--- src/rtl/rsc_pkg.sv ---
package rsc_pkg;

  typedef enum logic [1:0] {
    ST_RUN   = 2'd0,
    ST_HALT  = 2'd1,
    ST_STOP  = 2'd2,
    ST_RWAIT = 2'd3
  } rscState_t;

  // strobes from the control FSM to the datapath
  typedef struct packed {
    logic cntClear;     // restart delay count from zero
    logic cntLoadTerm;  // jump count to terminal (no delay)
    logic cntRun;       // count slow ticks
    logic decClear;     // forget the NOP history
    logic decRun;       // opcode stream is live
    logic vecSet;       // select stop-recovery vector
    logic vecClr;       // select cold vector
  } rscStrobe_t;

  localparam logic [7:0] OP_NOP  = 8'hFF;
  localparam logic [7:0] OP_HALT = 8'h7F;
  localparam logic [7:0] OP_STOP = 8'h6F;

endpackage

--- src/rtl/rsc_datapath.sv ---
module rsc_datapath
  import rsc_pkg::*;
#(
  parameter int SLOW_HZ = 32768,
  parameter int DELAY_US = 5000,
  parameter int N_IRQ = 6,
  parameter int VEC_W = 16,
  parameter logic [VEC_W-1:0] COLD_VEC = '0,
  parameter logic [VEC_W-1:0] STOP_VEC = 16'h000C
) (
  input  logic             clk,
  input  logic             porN,
  input  rscStrobe_t       strb,
  input  logic             slowTick,
  input  logic             opValid,
  input  logic [7:0]       opCode,
  input  logic [N_IRQ-1:0] irqReq,
  input  logic [N_IRQ-1:0] irqEn,
  input  logic             intEnable,
  output logic             cntDone,
  output logic             haltReq,
  output logic             stopReq,
  output logic             wakeIrq,
  output logic [VEC_W-1:0] restartAddr
);

  localparam longint TERM_L = (longint'(SLOW_HZ) * longint'(DELAY_US)) / 64'd1000000;
  localparam int TERM = (TERM_L < 1) ? 1 : int'(TERM_L);
  localparam int CNT_W = $clog2(TERM + 1);
  localparam logic [CNT_W-1:0] TERM_C = CNT_W'(TERM);

  // delay counter
  logic [CNT_W-1:0] cnt;

  always_ff @(posedge clk or negedge porN) begin
    if (!porN) begin
      cnt <= '0;
    end else if (strb.cntClear) begin
      cnt <= '0;
    end else if (strb.cntLoadTerm) begin
      cnt <= TERM_C;
    end else if (strb.cntRun && slowTick && (cnt != TERM_C)) begin
      cnt <= cnt + 1'b1;
    end
  end

  assign cntDone = (cnt == TERM_C);

  AST_CNT_BOUND: assert property (@(posedge clk) disable iff (!porN)
    cnt <= TERM_C);

  AST_CNT_NO_TICK_NO_MOVE: assert property (@(posedge clk) disable iff (!porN)
    ($past(!slowTick) && $past(!strb.cntClear) && $past(!strb.cntLoadTerm))
      |-> $stable(cnt));

  // opcode decode with NOP qualification
  logic prevNop;

  always_ff @(posedge clk or negedge porN) begin
    if (!porN) begin
      prevNop <= 1'b0;
    end else if (strb.decClear) begin
      prevNop <= 1'b0;
    end else if (strb.decRun && opValid) begin
      prevNop <= (opCode == OP_NOP);
    end
  end

  assign haltReq = strb.decRun && opValid && prevNop && (opCode == OP_HALT);
  assign stopReq = strb.decRun && opValid && prevNop && (opCode == OP_STOP);

  // interrupt qualification, one gate per line
  logic [N_IRQ-1:0] irqLive;

  for (genvar gi = 0; gi < N_IRQ; gi++) begin : gIrq
    assign irqLive[gi] = irqReq[gi] & irqEn[gi];
  end

  assign wakeIrq = intEnable && (|irqLive);

  // restart vector select
  logic stopVec;

  always_ff @(posedge clk or negedge porN) begin
    if (!porN) begin
      stopVec <= 1'b0;
    end else if (strb.vecClr) begin
      stopVec <= 1'b0;
    end else if (strb.vecSet) begin
      stopVec <= 1'b1;
    end
  end

  assign restartAddr = stopVec ? STOP_VEC : COLD_VEC;

endmodule

--- src/rtl/rsc_control.sv ---
module rsc_control
  import rsc_pkg::*;
(
  input  logic       clk,
  input  logic       porN,
  input  logic       powerGood,
  input  logic       extReset,
  input  logic       wdtTimeout,
  input  logic       stopRecover,
  input  logic       stopDelayEn,
  input  logic       cntDone,
  input  logic       haltReq,
  input  logic       stopReq,
  input  logic       wakeIrq,
  output rscStrobe_t strb,
  output rscState_t  curState
);

  rscState_t nextState;

  always_comb begin
    nextState        = curState;
    strb             = '0;
    strb.cntRun      = (curState == ST_RWAIT);
    strb.decRun      = (curState == ST_RUN);
    if (!powerGood) begin
      nextState     = ST_RWAIT;
      strb.cntClear = 1'b1;
      strb.decClear = 1'b1;
      strb.vecClr   = 1'b1;
    end else if (extReset) begin
      nextState        = ST_RWAIT;
      strb.cntLoadTerm = 1'b1;
      strb.decClear    = 1'b1;
      if (curState == ST_STOP) begin
        strb.vecSet = 1'b1;
      end else if (curState != ST_RWAIT) begin
        strb.vecClr = 1'b1;
      end
    end else if (wdtTimeout) begin
      nextState     = ST_RWAIT;
      strb.cntClear = 1'b1;
      strb.decClear = 1'b1;
      if (curState == ST_STOP) begin
        strb.vecSet = 1'b1;
      end else if (curState != ST_RWAIT) begin
        strb.vecClr = 1'b1;
      end
    end else begin
      unique case (curState)
        ST_RUN: begin
          if (stopReq) begin
            nextState = ST_STOP;
          end else if (haltReq) begin
            nextState = ST_HALT;
          end
        end
        ST_HALT: begin
          if (wakeIrq) begin
            nextState = ST_RUN;
          end
        end
        ST_STOP: begin
          if (stopRecover) begin
            nextState     = ST_RWAIT;
            strb.decClear = 1'b1;
            strb.vecSet   = 1'b1;
            if (stopDelayEn) begin
              strb.cntClear = 1'b1;
            end else begin
              strb.cntLoadTerm = 1'b1;
            end
          end
        end
        ST_RWAIT: begin
          if (cntDone) begin
            nextState = ST_RUN;
          end
        end
        default: nextState = ST_RWAIT;
      endcase
    end
  end

  always_ff @(posedge clk or negedge porN) begin
    if (!porN) begin
      curState <= ST_RWAIT;
    end else begin
      curState <= nextState;
    end
  end

  AST_RELEASE_AFTER_DONE: assert property (@(posedge clk) disable iff (!porN)
    (curState == ST_RUN && $past(curState) == ST_RWAIT) |-> $past(cntDone));

  AST_POWER_HOLD: assert property (@(posedge clk) disable iff (!porN)
    !powerGood |=> (curState == ST_RWAIT));

  AST_WDT_RESTARTS: assert property (@(posedge clk) disable iff (!porN)
    (powerGood && !extReset && wdtTimeout) |=> !cntDone);

  AST_STOP_NEEDS_REQ: assert property (@(posedge clk) disable iff (!porN)
    (curState == ST_STOP && $past(curState) != ST_STOP) |-> $past(stopReq));

  AST_HALT_NEEDS_REQ: assert property (@(posedge clk) disable iff (!porN)
    (curState == ST_HALT && $past(curState) != ST_HALT) |-> $past(haltReq));

  AST_HALT_WAKE: assert property (@(posedge clk) disable iff (!porN)
    (curState == ST_RUN && $past(curState) == ST_HALT) |-> $past(wakeIrq));

  AST_STOP_NO_IRQ_EXIT: assert property (@(posedge clk) disable iff (!porN)
    ($past(curState) == ST_STOP) |-> (curState != ST_RUN && curState != ST_HALT));

endmodule

--- src/rtl/rstsleep_ctrl.sv ---
module rstsleep_ctrl
  import rsc_pkg::*;
#(
  parameter int SLOW_HZ = 32768,
  parameter int DELAY_US = 5000,
  parameter int N_IRQ = 6,
  parameter int VEC_W = 16,
  parameter logic [VEC_W-1:0] COLD_VEC = '0,
  parameter logic [VEC_W-1:0] STOP_VEC = 16'h000C
) (
  input  logic             clk,
  input  logic             porN,
  input  logic             powerGood,
  input  logic             extReset,
  input  logic             wdtTimeout,
  input  logic             stopRecover,
  input  logic             stopDelayEn,
  input  logic             slowTick,
  input  logic             opValid,
  input  logic [7:0]       opCode,
  input  logic [N_IRQ-1:0] irqReq,
  input  logic [N_IRQ-1:0] irqEn,
  input  logic             intEnable,
  output logic             coreReset,
  output logic             cpuClkEn,
  output logic             oscEn,
  output logic [VEC_W-1:0] restartAddr,
  output logic [3:0]       stateOh
);

  rscStrobe_t strb;
  rscState_t  curState;
  logic       cntDone;
  logic       haltReq;
  logic       stopReq;
  logic       wakeIrq;

  rsc_control uCtl (
    .clk        (clk),
    .porN       (porN),
    .powerGood  (powerGood),
    .extReset   (extReset),
    .wdtTimeout (wdtTimeout),
    .stopRecover(stopRecover),
    .stopDelayEn(stopDelayEn),
    .cntDone    (cntDone),
    .haltReq    (haltReq),
    .stopReq    (stopReq),
    .wakeIrq    (wakeIrq),
    .strb       (strb),
    .curState   (curState)
  );

  rsc_datapath #(
    .SLOW_HZ (SLOW_HZ),
    .DELAY_US(DELAY_US),
    .N_IRQ   (N_IRQ),
    .VEC_W   (VEC_W),
    .COLD_VEC(COLD_VEC),
    .STOP_VEC(STOP_VEC)
  ) uDp (
    .clk        (clk),
    .porN       (porN),
    .strb       (strb),
    .slowTick   (slowTick),
    .opValid    (opValid),
    .opCode     (opCode),
    .irqReq     (irqReq),
    .irqEn      (irqEn),
    .intEnable  (intEnable),
    .cntDone    (cntDone),
    .haltReq    (haltReq),
    .stopReq    (stopReq),
    .wakeIrq    (wakeIrq),
    .restartAddr(restartAddr)
  );

  assign stateOh   = {curState == ST_RWAIT, curState == ST_STOP,
                      curState == ST_HALT,  curState == ST_RUN};
  assign coreReset = (curState == ST_RWAIT);
  assign cpuClkEn  = (curState == ST_RUN) || (curState == ST_RWAIT);
  assign oscEn     = (curState != ST_STOP);

  AST_STOP_OSC_MATCH: assert property (@(posedge clk) disable iff (!porN)
    (!oscEn) |-> (!cpuClkEn && !coreReset));

endmodule

--- config.mk ---
export PLATFORM = sky130hd
export DESIGN_NAME = rstsleep_ctrl
export DESIGN_NICKNAME = d
export VERILOG_FILES = /design/src/rtl/rsc_pkg.sv /design/src/rtl/rsc_datapath.sv /design/src/rtl/rsc_control.sv /design/src/rtl/rstsleep_ctrl.sv
export SDC_FILE = /design/constraint.sdc
export NUM_CORES = 1
export LEC_CHECK = 0
export BUFFER_PORTS_ARGS = -buffer_cell sky130_fd_sc_hd__clkbuf_2
export CAP_MARGIN = 10
export CORE_AREA = 2 2 54 56
export DETAILED_ROUTE_END_ITERATION = 12
export DIE_AREA = 0 0 56 58
export GPL_ROUTABILITY_DRIVEN = 0
export GPL_TIMING_DRIVEN = 0
export PLACE_DENSITY = 0.73
export SETUP_SLACK_MARGIN = 0.02
export SKIP_LAST_GASP = 1
export SYNTH_ARGS = -nofsm -noshare
export SYNTH_HDL_FRONTEND = slang
export SYNTH_HIERARCHICAL = 1
export SYNTH_SLANG_ARGS = --single-unit
--- constraint.sdc ---
create_clock -name clk -period 1.6 [get_ports clk]
set_input_delay 0.08 -clock clk [delete_from_list [all_inputs] [get_ports clk]]
set_output_delay 0.08 -clock clk [all_outputs]
set_load 0.01 [all_outputs]
==> flow_summary.yaml, run 1 <==
clock_tree:
  tritoncts: "done"
  cts_buffer_depth: 2
  clock_latency_ns: 0.28
  h-tree-depth: 1
  cts_sinks: 12
  cts_buffers: 3
  clockRootBuffer: "clkbuf_4"
  cts.clk_slew.worst_paths_ns: 0.08
critical_path:
  path_common_cell: "buf_4"
  crit_required_ns: 1.77
  crit_slowest_cell: "dfstp_2"
  critPathKind: "register to register"
  critPathMaxFanout: 4
  path_buf_inv: 3
  reg2reg_from: "uCtl/curState[1]"
  cp-start-kind: "register"
  cpPeakStageDelay_ns: 0.38
  cp_top_family: "compound AO/OA/AOI/OAI gates"
  critPathArrivalTime_ns: 1.78
  crit_start: "uCtl/curState[1]"
  worstSetupEndpointType: "register"
  crit_chain: "buf_6 > buf_4 > nor2b_1 > a31oi_1 > o21ai_2 > buf_4 > a2111oi_2"
floorplanning:
  die-area_um2: 3250
  initial_core_util_pct: 38.5
  core_um2: 2660
  num_rows: 19
  ios: 53
  fp.dieW_um: 56
  die_height_um: 58
yosys:
  synth_top_area_cell: "dfrtp_1"
  ys_warn_count: 6
  synthArstFlopShare_pct: 100
  netlist_area_um2: 1030
  synth_edf_count: 0
  yosysTopAreaCellShare_pct: 24.4
  synth.distinct_cells: 44
  ys.flop_type: "dfrtp_1"
  synth_cells: 119
  ys_seq_area_share_pct: 29.5
  synthTopCellsByArea: "dfrtp_1, buf_4, ha_1"
  syn_area_per_cell_um2: 8.62
  synth-seq-cells: 12
timing:
  layout_setup_ws_ns: -0.0173
  grt_setup_unrepaired: "true"
  hold_violations: 0
  maxSlewViolCount: 0
  period_minus_slack_ns: 1.62
  setup_viol: 3
  finalCritPeriodShare_pct: 101
  fmaxAchievable_ghz: 0.618
  fin_skew_ns: 0.00835
global_route:
  grt_pass1_vias: 1018
  grt-ovfl-total: 0
  track_usage_pct: 16.6
  antenna_found_initial: 0
  grt_max_degree: 13
  grt_pass1_wl_mm: 4.27
pwr:
  power_density_nw_per_um2: 458
  power_frac_seq_pct: 43.3
  combPwrFrac_pct: 23.2
  p_int_mw: 0.537
  peakVddDrop_uv: 314
  design_power_total_mw: 0.738
  switchingPower_mw: 0.202
  switching_share_pct: 27.3
  power.share.clock_pct: 33.6
  cellLeakagePower_nw: 0.762
drt:
  vias: 1128
  wl_per_cell_um: 11.7
  drtIter0Drc: 13
  firstDrtPassIters: 4
  drc_errors: 0
  drtAntennaViolNets: 0
  wl_mm: 2.62
  vias_per_cell: 5.01
placement:
  dpl.hpwl_mm: 1.88
  io_buffers: 38
cells_and_area:
  fin_nets: 231
  antenna_cells: 0
  utilization_pct: 60.6
  drive_above_1_share_pct: 56.2
  area_growth_syn_to_layout_pct: 57.2
status:
  violations: "setup timing"
  status: "finished, violations left"
worst_hold_path:
  hold_class: "primary input to register"
  worstHoldStart: "powerGood"
run:
  drv_cap: 0
[worst paths after layout]
check                                        end  slack (ns)  cells after the start
worst max-delay path                  uDp/cnt[0]       -0.02                      7
worst min-delay path            uCtl/curState[1]        0.05                      2
max in group asynchronous       uCtl/curState[0]        1.11                      2
worst max register to register        uDp/cnt[0]       -0.02                      7
min in group asynchronous             uDp/cnt[1]        0.21                      2
worst min register to register       uDp/stopVec        0.54                      2
[placed cells by master (no fill, tap or decap), types with 3 or more instances in the layout]
cell,synthesis,final
clkbuf_2,0,37
buf_4,17,35
conb_1,1,14
dfrtp_1,10,9
inv_1,8,7
nand2_1,7,7
a31oi_1,6,6
ha_1,6,5
nor2_1,7,5
o21ai_0,5,5
a21oi_2,0,5
or3_4,0,4
clkbuf_4,0,3
a22oi_1,3,3
[worst register-to-register path: stages, from the launching register on]
cell and delay (ns):
dfstp_2 0.38, buf_6 0.11, buf_4 0.12, nor2b_1 0.14
a31oi_1 0.21, o21ai_2 0.09, buf_4 0.15, a2111oi_2 0.29
[registers in the layout (all words and copies together) (netlist names)]
register and count:
uCtl/curState 2, uDp/cnt 8, uDp/prevNop 1, uDp/stopVec 1
[stage by stage]
stage	worst slack (ns)	hold slack, ns	area [µm²]	setup TNS, ns	std cells
4_1_cts	-0.0912	0.0500	1530	-0.0938	222
3_5_place_dp	-0.348	-0.0183	1320	-1.15	201
6_report	-0.0173	0.0497	1610	-0.0374	225
3_3_place_gp	-0.216	-0.0171	1320	-0.656	201
2_1_floorplan	-0.0564	-0.216	1090	-0.0635	132
5_1_grt	-0.0997	0.0666	1610	-0.636	225
[timing repair]
action	4_1_cts	5_1_grt
buffers inserted	16	3
pin swaps	6	6
setup endpoints to repair	10	13
resized for setup	13	15
endpoints found under the hold margin	12	0
hold buffers	1	0
[final cells by class]
class,count,area [µm²]
plain buffers,18,139
clock buffers,4,36.3
flip-flops and latches,12,304
well taps,31,38.8
multi-input cells,94,718
fillers,242,1050
inverters,8,30.0
repair buffers,58,347
[kinds of logic (layout without fill, tap and decap cells)]
kind of cell             after synthesis  count (layout)  share of synthesized area, %
buffers and inverters                 26              88                          16.5
AND/OR/NAND/NOR                       42              42                          25.4
flip-flops                            12              12                          29.5
other                                  1              14                         0.366
adder cells (fa/ha/maj)                6               6                          7.32
multiplexers                           1               1                         0.976
AO/OA/AOI/OAI                         31              31                          20.0
[cells in the mapped netlist (all sizes together), types with 3 or more instances]
cell / number
buf: 18
dfrtp: 10
inv: 8
nand2: 7
nor2: 7
a21oi: 6
a31oi: 6
ha: 6
o21ai: 6
nand3: 4
or3: 4
a22oi: 3
nand4: 3
[power groups by stage]
stage / Combinational, mW / Sequential [mW] / Clock, mW
detailed placement: 0.134 / 0.327 / 0
floorplan: 0.0783 / 0.324 / 0
CTS: 0.160 / 0.317 / 0.250
global route: 0.188 / 0.321 / 0.277
finish: 0.171 / 0.319 / 0.248
global placement: 0.131 / 0.326 / 0
[layer usage]
layer | wire [µm] | share of wire [%] | global-route usage (%) | up-vias
li1 | - | - | - | 563
met3 | 183 | 7.0 | 3.35 | 5
met2 | 1350 | 51 | 31.4 | 49
met4 | 39 | 1.5 | 7.14 | 0
met1 | 1050 | 40 | 17.9 | 511
met5 | 0 | 0 | 0 | -
Power figures use the tool's default switching activity.
==> run 2, diff against run 1 <==
--- a/config.mk
+++ b/config.mk
@@ -5,7 +5,7 @@
 export SDC_FILE = /design/constraint.sdc
 export NUM_CORES = 1
 export LEC_CHECK = 0
-export BUFFER_PORTS_ARGS = -buffer_cell sky130_fd_sc_hd__clkbuf_2
+export BUFFER_PORTS_ARGS = -buffer_cell sky130_fd_sc_hd__buf_2
 export CAP_MARGIN = 10
 export CORE_AREA = 2 2 54 56
 export DETAILED_ROUTE_END_ITERATION = 12
==> flow_summary.yaml, run 2 (synthesized netlist as in run 1, its figures left out) <==
drt:
  wl_per_cell_um: 12.5
  drtIter0Drc: 28
  firstDrtPassIters: 4
  wl_mm: 2.77
  vias: 1159
  drc_errors: 0
  drtAntennaViolNets: 0
  vias_per_cell: 5.24
timing:
  maxSlewViolCount: 0
  fin_skew_ns: 0.00244
  layout_setup_ws_ns: -0.0759
  fmaxAchievable_ghz: 0.597
  period_minus_slack_ns: 1.68
  setup_viol: 4
  hold_violations: 0
  fin_setup_tns_ns: -0.175
  grt_setup_unrepaired: "true"
  finalCritPeriodShare_pct: 105
placement:
  io_buffers: 38
  dpl.hpwl_mm: 1.89
  dpl_cell_area_um2: 1320
critical_path:
  critPathMaxFanout: 4
  cp-start-kind: "register"
  critPathKind: "register to register"
  r2r_slack_ns: -0.08
  reg2reg_from: "uCtl/curState[1]"
  ff2ff_path_depth: 7
  critPathArrivalTime_ns: 1.83
  r2r_end: "uDp/cnt[0]"
  endpoint: "uDp/cnt[0]"
  crit_start: "uCtl/curState[1]"
  worstSetupEndpointType: "register"
  crit_required_ns: 1.76
floorplanning:
  ios: 53
  core_um2: 2660
  num_rows: 19
  initial_core_util_pct: 38.5
  die_height_um: 58
  fp.dieW_um: 56
  die-area_um2: 3250
run:
  drv_cap: 0
cells_and_area:
  reg_top3: "uDp/cnt x8, uCtl/curState x2"
  drive_above_1_share_pct: 54.7
  utilization_pct: 59.7
  finish.instance_area_um2: 1590
  top_register: "uDp/cnt"
  n_fill_cell: 221
  final_cell_mix: "buf_2, buf_4, conb_1"
  antenna_cells: 0
  mostFrequentLayoutCell: "buf_2"
  fin_nets: 227
  seq_area_um2: 304
  multiInputGateArea_um2: 718
  largest_register_ffs: 8
  area_growth_syn_to_layout_pct: 55.0
worst_hold_path:
  hold_class: "primary input to register"
pwr:
  switching_share_pct: 27.6
  power_frac_seq_pct: 43.1
  power_density_nw_per_um2: 466
  combPwrFrac_pct: 23.3
  power.share.clock_pct: 33.6
  cellLeakagePower_nw: 0.734
  switchingPower_mw: 0.204
  peakVddDrop_uv: 364
  p_int_mw: 0.537
clock_tree:
  clock_latency_ns: 0.27
  cts_sinks: 12
  cts_buffers: 3
  tritoncts: "done"
  cts.clk_slew.worst_paths_ns: 0.08
  h-tree-depth: 1
  clockRootBuffer: "clkbuf_4"
  cts_buffer_depth: 2
global_route:
  grt-ovfl-total: 0
  grt_pass1_vias: 1086
  track_usage_pct: 16.3
  grt_max_degree: 13
  antenna_found_initial: 0
  grt_pass1_wl_mm: 4.33
status:
  status: "finished, violations left"
  violations: "setup timing"
-- run 2: changes by cell type in the layout (fill, tap and decap cells not counted), sizes merged --
| cell | previous run | this run |
|---|---|---|
| buf | 38 | 71 |
| clkbuf | 41 | 4 |
-- run 2: power by group through the flow --
stage | Combinational (mW) | Clock (mW) | Sequential [mW]
after floorplan | 0.0783 | 0 | 0.324
after global placement | 0.131 | 0 | 0.326
after detailed placement | 0.135 | 0 | 0.327
after CTS | 0.164 | 0.252 | 0.317
after global routing | 0.188 | 0.265 | 0.320
final | 0.173 | 0.249 | 0.319
-- run 2: how the worst min path moves through the flow --
stage	cells after the start	slack (ns)	start	endpoint
2_1_floorplan	0	-0.22	porN	uDp/cnt[0]
3_3_place_gp	1	-0.03	porN	uDp/cnt[6]
3_5_place_dp	1	-0.02	porN	uDp/cnt[6]
4_1_cts	2	0.04	powerGood	uCtl/curState[1]
5_1_grt	2	0.05	powerGood	uCtl/curState[1]
6_report	2	0.04	powerGood	uCtl/curState[1]
-- run 2: stage by stage --
stage / power [mW] / setup slack, ns / hold WS [ns] / instances
after global placement: 0.457 / -0.231 / -0.0267 / 201
final: 0.741 / -0.0759 / 0.0442 / 221
after global routing: 0.774 / -0.163 / 0.0524 / 221
after detailed placement: 0.462 / -0.318 / -0.0230 / 201
after CTS: 0.733 / -0.0729 / 0.0381 / 219
after floorplan: 0.403 / -0.0564 / -0.216 / 132
-- run 2: critical path: stages, from the launching register on --
cell and delay (ns):
dfstp_2 0.55, buf_6 0.11, nand3b_1 0.12, nor3_2 0.15
o21a_1 0.19, nand4b_1 0.14, a31oi_1 0.07, a2111oi_2 0.24
-- run 2: repair_timing --
| action | CTS | global route |
|---|---|---|
| endpoints found under the hold margin | 12 | 0 |
| cloned | 0 | 0 |
| setup buffers | 13 | 2 |
| pin swaps | 7 | 10 |
| hold buffers | 1 | 0 |
| setup endpoints to repair | 10 | 12 |
| resized for setup | 14 | 14 |
-- run 2: per-layer routing --
layer	vias to the layer above	GRT usage (%)	wire length (µm)
met5	-	0	0
met3	2	2.01	187
met1	549	18.3	1110
met4	0	6.80	19
li1	554	-	-
met2	54	31.1	1450
-- run 2: layout make-up --
cell class	instances	share of cell area [%]
plain buffers	18	8.73
repair buffers	54	20.4
clock buffers	4	2.28
flip-flops and latches	12	19.1
inverters	8	1.89
multi-input cells	94	45.2
well taps	31	2.44
==> run 3, diff against run 2 <==
--- a/config.mk
+++ b/config.mk
@@ -13,6 +13,7 @@
 export GPL_ROUTABILITY_DRIVEN = 0
 export GPL_TIMING_DRIVEN = 0
 export PLACE_DENSITY = 0.73
+export RECOVER_POWER = 100
 export SETUP_SLACK_MARGIN = 0.02
 export SKIP_LAST_GASP = 1
 export SYNTH_ARGS = -nofsm -noshare
==> flow_summary.yaml, run 3 (synthesized netlist as in run 1, its figures left out) <==
status:
  status: "finished, violations left"
  violations: "setup timing"
pwr:
  p_int_mw: 0.536
  combPwrFrac_pct: 23.3
  cellLeakagePower_nw: 0.722
  power.share.clock_pct: 33.6
  power_density_nw_per_um2: 467
  power_frac_seq_pct: 43.1
  switchingPower_mw: 0.204
  peakVddDrop_uv: 364
  switching_share_pct: 27.6
  design_power_total_mw: 0.741
clock_tree:
  h-tree-depth: 1
  cts.clk_slew.worst_paths_ns: 0.08
  cts_buffers: 3
  tritoncts: "done"
  clock_latency_ns: 0.27
  cts_buffer_depth: 2
  cts_sinks: 12
  clockRootBuffer: "clkbuf_4"
global_route:
  grt_max_degree: 13
  track_usage_pct: 16.3
  grt-ovfl-total: 0
  grt_pass1_wl_mm: 4.33
  antenna_found_initial: 0
  grt_pass1_vias: 1086
critical_path:
  cp-start-kind: "register"
  critPathArrivalTime_ns: 1.83
  crit_required_ns: 1.76
  critPathMaxFanout: 4
  ff2ff_path_depth: 7
  worstSetupEndpointType: "register"
  critPathKind: "register to register"
  r2r_end: "uDp/cnt[0]"
  r2r_slack_ns: -0.08
  reg2reg_from: "uCtl/curState[1]"
placement:
  pre_cts_slack_ns: -0.318
  dpl.hpwl_mm: 1.89
  dp_cells: 201
  io_buffers: 38
worst_hold_path:
  min_path_cells: 2
  hold-path-endpoint: "uCtl/curState[1]"
  hold_class: "primary input to register"
  worstHoldStart: "powerGood"
timing:
  finalCritPeriodShare_pct: 105
  layout_setup_ws_ns: -0.0759
  fin_skew_ns: 0.00244
  fmaxAchievable_ghz: 0.597
  relSlewSlack_pct: 55.2
  fin_setup_tns_ns: -0.175
  hold_violations: 0
  grt_setup_unrepaired: "true"
  maxSlewViolCount: 0
  tightest_slew_ns: 0.672
  setup_viol: 4
  period_minus_slack_ns: 1.68
drt:
  drtIter0Drc: 28
  firstDrtPassIters: 4
  drc_errors: 0
  drtAntennaViolNets: 0
  wl_per_cell_um: 12.5
  vias: 1159
  vias_per_cell: 5.24
  wl_mm: 2.77
cells_and_area:
  n_fill_cell: 222
  top_register: "uDp/cnt"
  seq_area_um2: 304
  antenna_cells: 0
  reg_top3: "uDp/cnt x8, uCtl/curState x2"
  largest_register_ffs: 8
  final_cell_mix: "buf_2, buf_4, conb_1"
  area_growth_syn_to_layout_pct: 54.6
  finalNonFillerCells: 221
  fin_nets: 227
  mostFrequentLayoutCell: "buf_2"
  multiInputGateArea_um2: 718
  drive_above_1_share_pct: 53.2
floorplanning:
  initial_core_util_pct: 38.5
  core_um2: 2660
  die-area_um2: 3250
  num_rows: 19
  fp.dieW_um: 56
  die_height_um: 58
  ios: 53
run:
  drv_cap: 0
==> run 3: cell type report <==
cell class,count,area share (%)
multi-input cells,94,45.3
inverters,8,1.89
clock buffers,4,2.29
repair buffers,54,20.2
plain buffers,18,8.75
flip-flops and latches,12,19.2
well taps,31,2.44
==> run 3: metrics by stage <==
stage	hold WS (ns)	instance area [µm²]	util, %
2_1_floorplan	-0.216	1090	-
3_3_place_gp	-0.0267	1320	49.5
3_5_place_dp	-0.0230	1320	49.5
4_1_cts	0.0381	1510	56.7
5_1_grt	0.0524	1590	59.6
6_report	0.0442	1590	59.6
==> run 3: how the worst max path moves through the flow <==
| stage | from | endpoint | cells past startpoint |
|---|---|---|---|
| 2_1_floorplan | uCtl/curState[1] | uDp/cnt[0] | 7 |
| 3_3_place_gp | uCtl/curState[1] | uDp/cnt[0] | 7 |
| 3_5_place_dp | uCtl/curState[1] | uDp/cnt[0] | 7 |
| 4_1_cts | uCtl/curState[1] | uDp/cnt[0] | 6 |
| 5_1_grt | uCtl/curState[1] | uCtl/curState[0] | 8 |
| 6_report | uCtl/curState[1] | uDp/cnt[0] | 7 |
==> run 3: per-layer routing <==
metal	up-vias	wire length, µm	GRT usage [%]
met5	-	0	0
met4	0	19	6.80
met3	2	188	2.01
met2	54	1450	31.1
met1	549	1110	18.3
li1	554	-	-
==> run 3: repair_timing <==
action | in CTS | in global routing
setup buffers | 13 | 2
hold buffers | 1 | 0
pin swaps | 7 | 10
setup endpoints to repair | 10 | 12
resized for setup | 14 | 14
endpoints found under the hold margin | 12 | 0
==> run 3: worst max-delay path, cell delays in order, from the launching register on <==
cell and delay (ns):
dfstp_2 0.55, buf_6 0.11, nand3b_1 0.12, nor3_2 0.15
o21a_1 0.19, nand4b_1 0.14, a31oi_1 0.07, a2111oi_2 0.24
==> run 3: power by group through the flow <==
stage / clock [mW] / combinational [mW] / sequential [mW]
after floorplan: 0 / 0.0783 / 0.324
after global placement: 0 / 0.131 / 0.326
after detailed placement: 0 / 0.135 / 0.327
after CTS: 0.252 / 0.164 / 0.317
after global routing: 0.265 / 0.188 / 0.320
final: 0.249 / 0.172 / 0.319
